File: src/rtl/lat_pkg.sv
package lat_pkg;
   localparam int unsigned LAT_CMD_W = 4;
   localparam logic [LAT_CMD_W-1:0] LAT_CMD_WR_INV = 4'b1111;
endpackage

File: src/rtl/lat_timer.sv
module lat_timer #(
   parameter int unsigned TMR_W = 8
) (
   input  logic             clk,
   input  logic             rst_n,
   input  logic             load_i,
   input  logic             run_i,
   input  logic [TMR_W-1:0] reload_i,
   output logic             zero_o
);
   localparam logic [TMR_W-1:0] ZERO = '0;
   localparam logic [TMR_W-1:0] ONE  = {{(TMR_W-1){1'b0}}, 1'b1};

   logic [TMR_W-1:0] cnt_q;

   always_ff @(posedge clk) begin
      if (!rst_n)                       cnt_q <= ZERO;
      else if (load_i)                  cnt_q <= reload_i;
      else if (run_i && cnt_q != ZERO)  cnt_q <= cnt_q - ONE;
   end

   assign zero_o = (cnt_q == ZERO);

   p_load_r2: assert property (@(posedge clk) disable iff (!rst_n)
      load_i |=> cnt_q == $past(reload_i));
   p_dec_r2: assert property (@(posedge clk) disable iff (!rst_n)
      (run_i && !load_i && cnt_q != ZERO) |=> cnt_q == $past(cnt_q) - ONE);
   p_sat_r9: assert property (@(posedge clk) disable iff (!rst_n)
      (!load_i && cnt_q == ZERO) |=> cnt_q == ZERO);
endmodule

File: src/rtl/lat_line_track.sv
module lat_line_track #(
   parameter int unsigned LINE_W = 8
) (
   input  logic              clk,
   input  logic              rst_n,
   input  logic              clear_i,
   input  logic              adv_i,
   input  logic [LINE_W-1:0] size_i,
   output logic              end_o
);
   localparam logic [LINE_W-1:0] ONE = {{(LINE_W-1){1'b0}}, 1'b1};

   logic [LINE_W-1:0] ph_q;
   logic              small_line;

   assign small_line = (size_i <= ONE);
   assign end_o      = small_line || (ph_q >= size_i - ONE);

   always_ff @(posedge clk) begin
      if (!rst_n)        ph_q <= '0;
      else if (clear_i)  ph_q <= '0;
      else if (adv_i)    ph_q <= end_o ? '0 : ph_q + ONE;
   end

   p_clear_r6: assert property (@(posedge clk) disable iff (!rst_n)
      clear_i |=> ph_q == '0);
   p_hold_r6: assert property (@(posedge clk) disable iff (!rst_n)
      (!clear_i && !adv_i) |=> $stable(ph_q));
endmodule

File: src/rtl/lat_term_dec.sv
module lat_term_dec (
   input  logic busy_i,
   input  logic expired_i,
   input  logic gnt_n_i,
   input  logic wr_inv_i,
   input  logic line_end_i,
   input  logic last_req_i,
   output logic term_req_o,
   output logic frame_last_o
);
   logic may_stop;

   assign term_req_o   = busy_i && expired_i && gnt_n_i;
   assign may_stop     = !wr_inv_i || line_end_i;
   assign frame_last_o = busy_i && (last_req_i || (term_req_o && may_stop));
endmodule

File: src/rtl/lat_term_ctl.sv
module lat_term_ctl
   import lat_pkg::*;
#(
   parameter int unsigned TMR_W  = 8,
   parameter int unsigned LINE_W = 8,
   parameter int unsigned CMD_W  = LAT_CMD_W,
   parameter logic [CMD_W-1:0] WR_INV_CODE = LAT_CMD_WR_INV,
   parameter bit          WR_INV_EN = 1'b1
) (
   input  logic              clk,
   input  logic              rst_n,
   input  logic              start_i,
   input  logic [CMD_W-1:0]  cmd_i,
   input  logic [TMR_W-1:0]  lt_reload_i,
   input  logic [LINE_W-1:0] line_size_i,
   input  logic              phase_done_i,
   input  logic              last_req_i,
   input  logic              gnt_n_i,
   output logic              term_req_o,
   output logic              frame_last_o
);
   generate
      if (TMR_W < 2)  begin : g_bad_tmr  $error("TMR_W must be at least 2");  end
      if (LINE_W < 1) begin : g_bad_line $error("LINE_W must be at least 1"); end
      if (CMD_W < 1)  begin : g_bad_cmd  $error("CMD_W must be at least 1");  end
   endgenerate

   logic busy_q, wr_inv_q, tmr_zero, line_end, term_req, frame_last, closing;

   assign closing = busy_q && phase_done_i && frame_last;

   always_ff @(posedge clk) begin
      if (!rst_n) begin
         busy_q   <= 1'b0;
         wr_inv_q <= 1'b0;
      end else if (start_i) begin
         busy_q   <= 1'b1;
         wr_inv_q <= WR_INV_EN && (cmd_i == WR_INV_CODE);
      end else if (closing) begin
         busy_q   <= 1'b0;
      end
   end

   lat_timer #(.TMR_W(TMR_W)) u_tmr (
      .clk      (clk),
      .rst_n    (rst_n),
      .load_i   (start_i),
      .run_i    (busy_q),
      .reload_i (lt_reload_i),
      .zero_o   (tmr_zero)
   );

   generate
      if (WR_INV_EN) begin : g_line
         lat_line_track #(.LINE_W(LINE_W)) u_line (
            .clk     (clk),
            .rst_n   (rst_n),
            .clear_i (start_i),
            .adv_i   (busy_q && phase_done_i),
            .size_i  (line_size_i),
            .end_o   (line_end)
         );
      end else begin : g_noline
         assign line_end = 1'b1;
      end
   endgenerate

   lat_term_dec u_dec (
      .busy_i       (busy_q),
      .expired_i    (tmr_zero),
      .gnt_n_i      (gnt_n_i),
      .wr_inv_i     (wr_inv_q),
      .line_end_i   (line_end),
      .last_req_i   (last_req_i),
      .term_req_o   (term_req),
      .frame_last_o (frame_last)
   );

   assign term_req_o   = term_req;
   assign frame_last_o = frame_last;

   p_grant_held_r3: assert property (@(posedge clk) disable iff (!rst_n)
      !gnt_n_i |-> !term_req_o);
   p_plain_stop_r4: assert property (@(posedge clk) disable iff (!rst_n)
      (term_req_o && !wr_inv_q) |-> frame_last_o);
   p_line_stop_r5: assert property (@(posedge clk) disable iff (!rst_n)
      (frame_last_o && wr_inv_q && !last_req_i) |-> line_end);
   p_own_last_r7: assert property (@(posedge clk) disable iff (!rst_n)
      (busy_q && last_req_i) |-> frame_last_o);
   p_close_r8: assert property (@(posedge clk) disable iff (!rst_n)
      (closing && !start_i) |=> (!frame_last_o && !term_req_o));
endmodule

File: config.mk
export PLATFORM = sky130hd
export DESIGN_NAME = lat_term_ctl
export DESIGN_NICKNAME = d
export VERILOG_FILES = /design/src/rtl/lat_pkg.sv /design/src/rtl/lat_timer.sv /design/src/rtl/lat_line_track.sv /design/src/rtl/lat_term_dec.sv /design/src/rtl/lat_term_ctl.sv
export SDC_FILE = /design/constraint.sdc
export NUM_CORES = 1
export LEC_CHECK = 0
export CAP_MARGIN = 5
export CORE_ASPECT_RATIO = 0.8
export CORE_MARGIN = 1.5
export CORE_UTILIZATION = 56
export CTS_CLUSTER_SIZE = 40
export DETAILED_ROUTE_END_ITERATION = 16
export DONT_BUFFER_PORTS = 1
export PLACE_DENSITY = 0.72
export SETUP_SLACK_MARGIN = 0.5
export SYNTH_ARGS = -nofsm -noshare
export SYNTH_HDL_FRONTEND = slang
export SYNTH_SLANG_ARGS = --single-unit
File: constraint.sdc
create_clock -name clk -period 2.8 [get_ports clk]
set_input_delay 0.56 -clock clk [delete_from_list [all_inputs] [get_ports clk]]
set_output_delay 0.56 -clock clk [all_outputs]
set_load 0.01 [all_outputs]
==> metrics.md, run 1 <==
| Metric | Value |
|---|---|
| Max transition margin | `72.9%` |
| Most common flop cell mapped by yosys | `dfxtp_1` |
| Max-slew violations | `0` |
| Uppermost layer routed | `met4` |
| Register area | `360 µm²` |
| Worst setup path category | `input port to primary output` |
| CTS tree | `yes` |
| Fillers | `169` |
| Required time of the critical path | `2240 ps` |
| Post-CTS Hold Buffers | `0` |
| Die area | `0.00256 mm²` |
| Avg Inst Size Synth | `8.18 µm²` |
| CTS Buf Count | `3` |
| Synth async-reset ratio | `0%` |
| Syn Nets | `194` |
| Final Hold Fails | `0` |
| Met2 WL | `1340 µm` |
| Vias in the first global route | `1038` |
| Initial antenna violation count | `0` |
| Port Buf Inserts | `0` |
| Cell Chain, Critical Path | `nor3_4 -> nor3b_4 -> xnor2_1 -> ha_1 -> a21oi_2 -> o21ai_1 -> a31oi_2 -> a31oi_2 -> a21o_1` |
| Placer Congestion | `0.865` |
| Critical Path Start Type | `input port` |
| First DRT Iteration DRCs | `35` |
| Post-synth top area share | `28.4%` |
| Final period utilization | `97.9%` |
| Worst Max-Slew Pin Slew | `406 ps` |
| Share of cells above drive strength 1 | `approximately a fifth` |
| Row cnt | `15` |
| Post-synth EDFFs | `0` |
| Largest net degree at the start of global routing | `13` |
| Tmin final | `2740 ps` |
| Max-cap check violation count | `0` |
| Hold Path Class | `input port to register` |
| Pre-antenna DRT Iters | `8` |
| Leakage dissipation | `0.560 nW` |
| CP Max Fanout | `3` |
| Layout area overhead | `16.3%` |
| Clk_lat worst skew | `between 300 and 400 ps` |
| Gr ovfl total | `0` |
| RSZ-0062 raised after global routing | `yes` |
| Routed WL | `2980 µm` |
| Via density | `around 6.3` |
| H-tree Lvls | `1` |
| Most frequent cells in the layout | `dfxtp_1 (18), nand2_1 (14), ha_1 (11), nor2_1 (9), xnor2_1 (8)` |
| Leading post-synthesis cells by cell area | `dfxtp_1 (28%), ha_1 (13%), xnor2_1 (5.5%)` |
| Cell depth of the worst min-delay path | `1` |
| CP Data Arrival Time | `2180 ps` |
| Final std cells w/o fill | `around 190` |
| Maximum clock rate | `0.365 GHz` |
| FF+latch count, synth | `18` |
| Routed length per instance | `15.9 µm` |
| Worst Skew | `6.29 ps` |
| # IOs | `28` |
| First-pass GRT wire length | `4610 µm` |
| Die width | `56.2 µm` |
| CTS sink cnt | `18` |
| Status | `finished, final reports clean` |
| Max stage delay on crit path | `around 280 ps` |
| Setup tns final | `0 ps` |
| Final #Nets | `slightly above 200` |
| Count of final setup violators | `0` |
| Multi-input logic area | `roughly 960 µm²` |
| R2R depth | `7` |
| Worst reg-to-reg setup slack | `850 ps` |
| CP dominant cell by count | `a31oi_2` |
| Met3 WL post-DR | `213 µm` |
| FF-to-FF End | `g_line.u_line.ph_q[5]$_SDFFE_PP0P_` |
| Total GRT Usage | `about a quarter` |
| Placed Cells | `between 150 and 200` |
| Post-layout power | `566 µW` |
| RR Startpoint | `g_line.u_line.ph_q[2]$_SDFFE_PP0P_` |
| WL met1 | `approximately 1400 µm` |
| Commonest non-fill, non-tap cell in the layout | `dfxtp_1` |
| Vias | `1171` |
| Critical Path End Type | `primary output` |
| Hold_ws | `339 ps` |
| CORE AREA | `between 0.002 and 0.0025 mm²` |
| Initial Utilization | `59.2%` |
| Hold Path End | `busy_q$_SDFFE_PN0P_` |
| Clock transition at path regs | `110 ps` |
| Yosys top cell by area | `dfxtp_1` |
| Synth cell types | `40` |
| Max Buffers Root-to-Sink | `2` |
| Hold Startpoint | `phase_done_i` |
| Sequential-to-total area share from yosys stat | `28.4%` |
| # DRC | `0` |
| Chip height | `45.6 µm` |
| Synth Warn # | `0` |
| Clock root cell | `clkbuf_4` |
| Mapped Cells | `155` |
| Post-layout util | `between 60% and 70%` |
| Synth Cell Area | `0.00127 mm²` |
| Post-DP HPWL | `around 2200 µm` |
| Max VDD drop | `0.000372 V` |
| Post-route ant nets | `0` |
| N_diodes | `0` |
| CP max stage cell | `ha_1` |
| Power per cell area | `384 mW/mm²` |
[Yosys cell counts (all sizes together) (3+ instances only)]
cell,instances
xor2,6
ha,13
nor2,11
inv,8
nand2,15
and2,3
a21oi,8
nand4,7
dfxtp,18
nor3,5
nor2b,4
xnor2,8
o21ai,11
a31oi,4
a211oi,5
[stage by stage]
| stage | cell area [µm²] | worst slack (ps) |
|---|---|---|
| after CTS | 1420 | 84.1 |
| after global placement | 1360 | 88.8 |
| after floorplan | 1330 | 196 |
| final | 1470 | 58.2 |
| after detailed placement | 1360 | 83.7 |
| after global routing | 1470 | -3.06 |
[how the worst max path moves through the flow]
stage / startpoint / end / slack (ps)
after detailed placement: line_size_i[1] / frame_last_o / 80
after floorplan: line_size_i[1] / frame_last_o / 200
final: line_size_i[2] / frame_last_o / 60
after global placement: line_size_i[1] / frame_last_o / 90
after global routing: line_size_i[2] / frame_last_o / -3
after CTS: line_size_i[2] / frame_last_o / 80
[worst max-delay path: cells and delay by family]
family                   cells  cell delay [ps]
AO/OA/AOI/OAI                5              760
AND/OR/NAND/NOR              2              430
adder cells (fa/ha/maj)      1              280
XOR/XNOR                     1              150
[cell families after synthesis]
kind of cell	after synthesis	synth area share (%)
multiplexers	2	1.58
buffers and inverters	12	3.65
flip-flops	18	28.4
AND/OR/NAND/NOR	57	23.8
XOR/XNOR	14	9.67
AO/OA/AOI/OAI	39	20.0
adder cells (fa/ha/maj)	13	12.8
[state kept, by name, indices dropped and copies added, names as in the netlist]
register and count:
g_line.u_line.ph_q 8, u_tmr.cnt_q 8, busy_q 1, wr_inv_q 1
[layout make-up]
class,instances,share of cell area [%]
inverter,9,2.63
clock buffer,4,2.46
sequential,18,24.4
tap,25,2.12
timing repair buffer,6,3.06
multi-input combinational,125,65.3
[repair_timing]
action,4_1_cts,5_1_grt
buffers inserted,2,2
gates cloned,0,0
gates resized for setup,2,9
pin swaps,4,4
setup endpoints to repair,2,2
[metal layers]
metal,track usage (%),vias up
met5,0,-
met4,4.29,0
met3,5.97,8
met2,39.5,54
met1,31.8,531
li1,-,578
[power by group]
group,total (mW),internal [mW],switching [mW]
Clock,0.167,0.0795,0.0870
Sequential,0.280,0.267,0.0133
Combinational,0.119,0.0578,0.0616
No activity file was read; power rests on OpenSTA's default activity.
==> inputs of run 2 (changes only) <==
- ABC_AREA: default -> 1
- CORE_UTILIZATION: 56 -> 57
- PLACE_DENSITY: 0.72 -> 0.73
- SYNTH_HIERARCHICAL: default -> 1
==> run 2 against run 1 <==
Sequential share of layout area shrank 3.3 points; power up 3.8%; wire length grew 16%; highest routed layer unchanged.
==> metrics.md, run 2 <==
| Metric | Value |
|---|---|
| Leakage dissipation | `0.832 nW` |
| Status | `finished, final reports clean` |
| Required time of the critical path | `3030 ps` |
| Largest net degree at the start of global routing | `14` |
| H-tree Lvls | `1` |
| Post-synth EDFFs | `0` |
| Worst path top cell family by delay | `buffers and inverters` |
| Regs by FF count | `g_line.u_line/ph_q x8, u_tmr/cnt_q x8` |
| Synth cell types | `27` |
| Placed Cells | `271` |
| Mapped Cells | `237` |
| Final #Nets | `288` |
| Post-route ant nets | `0` |
| Leading post-synthesis cells by cell area | `dfxtp_1 (24%), nand2_1 (18%), ha_1 (11%)` |
| Tmin final | `2620 ps` |
| Avg Inst Size Synth | `between 6 and 7 µm²` |
| Cell Chain, Critical Path | `clkinvlp_4 -> ha_4 -> nand3_1 -> xnor2_1 -> inv_1 -> ha_1 -> nand2_1 -> inv_1 -> nand2_1 -> nand2_1 -> nor2_1 -> nand2_1 -> buf_4 -> buf_6 -> buf_6 -> buf_6 -> buf_6 -> buf_6 -> buf_6 -> nand2_4 -> nand2_8 -> nor2_4` |
| Max-slew violations | `0` |
| Port Buf Inserts | `0` |
| CTS tree | `yes` |
| Die area | `0.00291 mm²` |
| Die width | `roughly 60 µm` |
| Hold Path Class | `input port to register` |
| Gr ovfl total | `0` |
| Count of final setup violators | `0` |
| Max stage delay on crit path | `270 ps` |
| Final Hold Fails | `0` |
| Post-layout util | `69.1%` |
| FF+latch count, synth | `18` |
| Clk_lat worst skew | `roughly 290 ps` |
| Vias in the first global route | `1259` |
| Post-CTS Hold Buffers | `0` |
| CTS Buf Count | `3` |
| Placer Congestion | `0.934` |
| Post-DP HPWL | `2510 µm` |
| RSZ-0062 raised after global routing | `yes` |
| Clock root cell | `clkbuf_4` |
| # IOs | `28` |
| Initial antenna violation count | `0` |
| Final period utilization | `between 90% and 100%` |
| Leading cell type by number of instances after synthesis | `nand2_1` |
| CTS sink cnt | `18` |
| Bufs and invs on worst path | `10` |
| CP Max Fanout | `8` |
| Initial Utilization | `60.0%` |
| R2R depth | `17` |
| First DRT Iteration DRCs | `87` |
| CP max stage cell | `ha_1` |
| Final std cells w/o fill | `about 280` |
| Worst Skew | `2.53 ps` |
| First-pass GRT wire length | `5290 µm` |
| Critical Path End Type | `register` |
| WP depth | `22` |
| Setup tns final | `0 ps` |
| Most frequent cells in the layout | `nand2_1 (71), inv_1 (31), nor2_1 (29), dfxtp_1 (18), nand3_1 (17)` |
| Share of cells above drive strength 1 | `17.0%` |
| Yosys top cell by area | `dfxtp_1` |
| CP dominant cell by count | `buf_6` |
| Cell depth of the worst min-delay path | `2` |
| Layout area overhead | `15.1%` |
| Vias | `1446` |
| CORE AREA | `roughly 0.0025 mm²` |
| N_diodes | `0` |
| Critical Path Start Type | `input port` |
| Synth Cell Area | `0.00148 mm²` |
| Post-synth top area share | `24.4%` |
| Routed length per instance | `~12 µm` |
| Via density | `5.11` |
| Maximum clock rate | `0.381 GHz` |
| Commonest non-fill, non-tap cell in the layout | `nand2_1` |
| CP Data Arrival Time | `2850 ps` |
| Max Buffers Root-to-Sink | `2` |
| Pre-antenna DRT Iters | `4` |
| Max VDD drop | `0.000244 V` |
| Power per cell area | `about 350 mW/mm²` |
| Chip height | `48.5 µm` |
| Most common flop cell mapped by yosys | `dfxtp_1` |
| Synth top cells by count | `nand2_1 (72), nor2_1 (38), inv_1 (33), dfxtp_1 (18), nand3_1 (17)` |
| Worst setup path category | `input port to register` |
| Max transition margin | `76.5%` |
| Synth Warn # | `6` |
| # DRC | `0` |
| Total GRT Usage | `23.5%` |
| Routed WL | `around 3500 µm` |
| Worst Max-Slew Pin Slew | `352 ps` |
| Row cnt | `16` |
| Syn Nets | `~280` |
| Clock transition at path regs | `90 ps` |
| Synth async-reset ratio | `0%` |
| Sequential-to-total area share from yosys stat | `24.4%` |
| Max-cap check violation count | `0` |
==> run 2: cell count changes after synthesis, sizes merged, moves of 5 or more <==
cell    previous run  this run
nand2             15        78
nor2              11        41
inv                8        36
nand3              2        18
o21ai             11         5
a211oi             5         0
==> run 2: cells by family after synthesis <==
kind of cell	after synthesis	share of synthesized area, %
flops	18	24.4
xor+xnor	11	6.52
compound gates	11	4.32
simple gates	144	42.6
buf+inv	39	10.5
fa+ha+maj	13	11.0
mux	1	0.677
==> run 2: metrics by stage <==
step | setup slack, ps | area, µm² | power (mW) | hold slack [ps]
floorplan | 310 | 1500 | 0.426 | 468
global placement | 215 | 1530 | 0.446 | 478
detailed placement | 180 | 1530 | 0.453 | 480
CTS | 231 | 1610 | 0.582 | 360
global route | 17.1 | 1700 | 0.634 | 347
finish | 177 | 1700 | 0.588 | 369
==> run 2: per-layer routing <==
layer | global-route usage [%] | part of all wire, % | vias to the layer above
li1 | - | - | 746
met1 | 33.2 | 46 | 647
met2 | 36.6 | 46 | 49
met3 | 6.15 | 6.7 | 4
met4 | 3.33 | 1.2 | 0
met5 | 0 | 0 | -
==> run 2: area by class of cell <==
cell class / count / area [µm²]
Timing Repair Buffer: 9 / 90.1
Multi-Input combinational cell: 180 / 1040
Sequential cell: 18 / 360
Tap cell: 36 / 45.0
Fill cell: 235 / 762
Clock buffer: 3 / 22.5
Inverter: 37 / 144
==> run 2: where the power goes <==
part           total, mW  internal, mW  switching [mW]  leakage, nW
registers          0.285         0.269          0.0164        0.147
clock network      0.125        0.0500          0.0755       0.0138
logic              0.177        0.0694           0.107        0.671
total              0.588         0.388           0.199        0.832
==> run 2: worst register-to-register path, stage by stage, from the launching register on <==
cell and delay [ps]:
dfxtp_1 450, ha_1 280, nand2_1 60, nand2_1 40
nor2_1 90, nand2_1 70, nand2_1 60, nand2_1 80
buf_4 150, buf_6 110, buf_6 100, buf_6 100
buf_6 100, buf_6 100, buf_6 110, nand2_4 70
nand2_8 90, nor2_4 120
==> run 2: final timing paths <==
kind / end / slack, ps / startpoint
max: g_line.u_line/ph_q[5]$_SDFFE_PP0P_ / 180 / line_size_i[0]
min reg2reg: u_tmr/cnt_q[0]$_SDFFE_PN0P_ / 510 / u_tmr/cnt_q[0]$_SDFFE_PN0P_
max reg2reg: g_line.u_line/ph_q[5]$_SDFFE_PP0P_ / 550 / g_line.u_line/ph_q[3]$_SDFFE_PP0P_
min: u_tmr/cnt_q[5]$_SDFFE_PN0P_ / 370 / rst_n
==> run 2: timing repair <==
action                                  CTS  global route
endpoints found under the setup margin    1             9
cloned                                    0             0
setup buffers                             7             2
resized for setup                         1            20
pin swaps                                11             3
==> inputs of run 3 (changes only) <==
- BUFFER_PORTS_ARGS: default -> -buffer_cell sky130_fd_sc_hd__buf_2
- CORE_UTILIZATION: 57 -> 52
- CTS_BUF_LIST: default -> sky130_fd_sc_hd__clkbuf_8
- DONT_BUFFER_PORTS: 1 -> default
- PLACE_DENSITY: 0.73 -> 0.77
==> run 3 against run 2 <==
First-iteration DRC count is 2.3% lower; clock skew increased by 1.5 ps; global-route usage down 1.8 points; largest cell class unchanged; the flow now finishes with violations (negative setup slack); fmax is 7.9% lower; flip-flop and latch count unchanged; power grew 20%; register-to-register slack improved by 620 ps; wire length shrank 9.7%; critical path depth fell by 7; cell count is 9.9% higher.
==> metrics.md, run 3 (same netlist as run 2, synthesis figures left out) <==
| Metric | Value |
|---|---|
| Status | `complete, but fails checks` |
| Failing checks | `negative setup slack` |
| Hold_ws | `490 ps` |
| Total GRT Usage | `21.7%` |
| CP Data Arrival Time | `2290 ps` |
| Pre-CTS setup slack | `-65.5 ps` |
| # DRC | `0` |
| Final Hold Fails | `0` |
| Port Buf Inserts | `27` |
| RSZ-0062 raised after global routing | `yes` |
| Hold Startpoint | `u_tmr/cnt_q[0]$_SDFFE_PN0P_` |
| CP Max Fanout | `4` |
| Max Buffers Root-to-Sink | `2` |
| Setup tns final | `-45.9 ps` |
| Bufs and invs on worst path | `4` |
| Start point of the critical path | `line_size_i[0]` |
| Pre-antenna DRT Iters | `5` |
| Count of final setup violators | `1` |
| Max VDD drop | `0.000313 V` |
| Placer Congestion | `0.870` |
| Share of cells above drive strength 1 | `23.1%` |
| Clk_lat worst skew | `260 ps` |
| Row cnt | `17` |
| RR Startpoint | `g_line.u_line/ph_q[3]$_SDFFE_PP0P_` |
| R2R depth | `14` |
| Vias | `1449` |
| Post-DP HPWL | `2390 µm` |
| Max transition margin | `roughly 80%` |
| Worst reg-to-reg setup slack | `between 1000 and 1500 ps` |
| Final #Nets | `313` |
| Register area | `between 300 and 400 µm²` |
| Initial Utilization | `between 50 and 60%` |
| Post-route worst setup slack | `-45.9 ps` |
| Post-route ant nets | `0` |
| First DRT Iteration DRCs | `85` |
| Multi-input logic area | `992 µm²` |
| CTS Buf Count | `3` |
| Clock transition at path regs | `70 ps` |
| Clock root cell | `clkbuf_8` |
| Layout area overhead | `22.9%` |
| Worst Setup EP | `frame_last_o` |
| Via density | `roughly 4.7` |
| Regs by FF count | `g_line.u_line/ph_q x8, u_tmr/cnt_q x8` |
| Max-slew violations | `0` |
| Initial antenna violation count | `0` |
| Final Cell Area | `0.00182 mm²` |
| # IOs | `28` |
| Die area | `between 0.003 and 0.004 mm²` |
| Vias in the first global route | `1213` |
| Leakage dissipation | `0.933 nW` |
| Worst Max-Slew Pin Slew | `294 ps` |
| Post-layout util | `roughly two thirds` |
| WP depth | `15` |
| First-pass GRT wire length | `5460 µm` |
| Max-cap check violation count | `0` |
| Maximum clock rate | `0.351 GHz` |
| Worst Skew | `4.00 ps` |
| Worst setup path category | `input port to primary output` |
| Routed WL | `3120 µm` |
| H-tree Lvls | `1` |
| CP max stage cell | `ha_1` |
| CORE AREA | `0.00272 mm²` |
| Power per cell area | `387 mW/mm²` |
| Post-place instance area | `approximately 0.0017 mm²` |
| Most frequent cells in the layout | `nand2_1 (69), nor2_1 (36), inv_1 (31), buf_2 (23), dfxtp_1 (18)` |
| Post-CTS Hold Buffers | `0` |
| Cell Chain, Critical Path | `buf_6 -> clkinvlp_4 -> nand3b_1 -> nor3b_2 -> xnor2_1 -> ha_1 -> a21oi_1 -> nand2_1 -> nor2_2 -> nand2_2 -> inv_1 -> nand2_1 -> nand2_1 -> nand2_2 -> buf_6` |
| Routed length per instance | `about 10 µm` |
| Chip height | `50.7 µm` |
| Worst path top cell family by delay | `simple AND/OR/NAND/NOR gates` |
| CP dominant cell by count | `nand2_1` |
| Final period utilization | `102%` |
| FF-to-FF End | `busy_q$_SDFFE_PN0P_` |
| Required time of the critical path | `between 2000 and 2500 ps` |
| Gr ovfl total | `0` |
| Tmin final | `roughly 2800 ps` |
| Largest net degree at the start of global routing | `14` |
| Critical Path End Type | `primary output` |
| Commonest non-fill, non-tap cell in the layout | `nand2_1` |
| Die width | `~63 µm` |
| Fillers | `253` |
| Critical Path Start Type | `input port` |
| CTS sink cnt | `18` |
| N_diodes | `0` |
| Max stage delay on crit path | `320 ps` |
| CTS tree | `yes` |
| Hold Path Class | `register to register` |
==> run 3: cell types whose count changed in the layout (fill, tap and decap cells not counted), moves of 2 or more <==
cell / delta
clkbuf_4: -3
nand2_2: +3
buf_6: -3
buf_4: +4
nand2_1: -2
nor2_2: -3
nor2_1: +7
nor2_4: -4
clkbuf_8: +4
buf_2: +23
==> run 3: how the worst min path moves through the flow <==
stage | to | cells past startpoint
detailed placement | u_tmr/cnt_q[0]$_SDFFE_PN0P_ | 2
finish | u_tmr/cnt_q[0]$_SDFFE_PN0P_ | 2
CTS | u_tmr/cnt_q[0]$_SDFFE_PN0P_ | 2
floorplan | u_tmr/cnt_q[0]$_SDFFE_PN0P_ | 2
global placement | u_tmr/cnt_q[0]$_SDFFE_PN0P_ | 2
global route | u_tmr/cnt_q[0]$_SDFFE_PN0P_ | 2
==> run 3: final cells by class <==
class / instances / area share (%)
Clock buffer: 4 / 3.03
Multi-Input combinational cell: 180 / 54.7
Inverter: 37 / 7.93
Timing Repair Buffer: 34 / 11.9
Sequential cell: 18 / 19.8
Tap cell: 38 / 2.62
==> run 3: worst register-to-register path, cell delays in order, from the launching register on <==
cell and delay (ps):
dfxtp_1 410, ha_1 270, nand2_1 90, nor2_1 50, nor2_1 80, nand2_1 70, nand2_1 70, nand2_2 60
inv_1 50, nand2_1 40, nand2_1 70, nand2_2 60, nand2_1 50, nand2_1 40, a21boi_1 140
==> run 3: what timing repair did <==
| action | in CTS | in global routing |
|---|---|---|
| buffers inserted | 2 | 0 |
| resized for setup | 6 | 5 |
| pin swaps | 11 | 11 |
| setup endpoints to repair | 1 | 2 |
==> run 3: routing by layer <==
layer	up-vias	GRT usage, %	wire length [µm]
met3	4	5.61	152
li1	804	-	-
met1	615	34.2	1770
met4	0	4.44	29
met5	-	0	0
met2	26	28.9	1170
==> run 3: power breakdown <==
part           leakage [nW]  total, mW  switching (mW)  internal, mW
Sequential            0.147      0.284          0.0152         0.269
Combinational         0.757      0.202           0.116        0.0861
Clock                0.0288      0.216          0.0911         0.125
==> run 3: metrics by stage <==
step                      cells  power (mW)
after floorplan             237       0.426
after global placement      305       0.479
after detailed placement    305       0.482
after CTS                   311       0.704
after global routing        311       0.753
final                       311       0.702
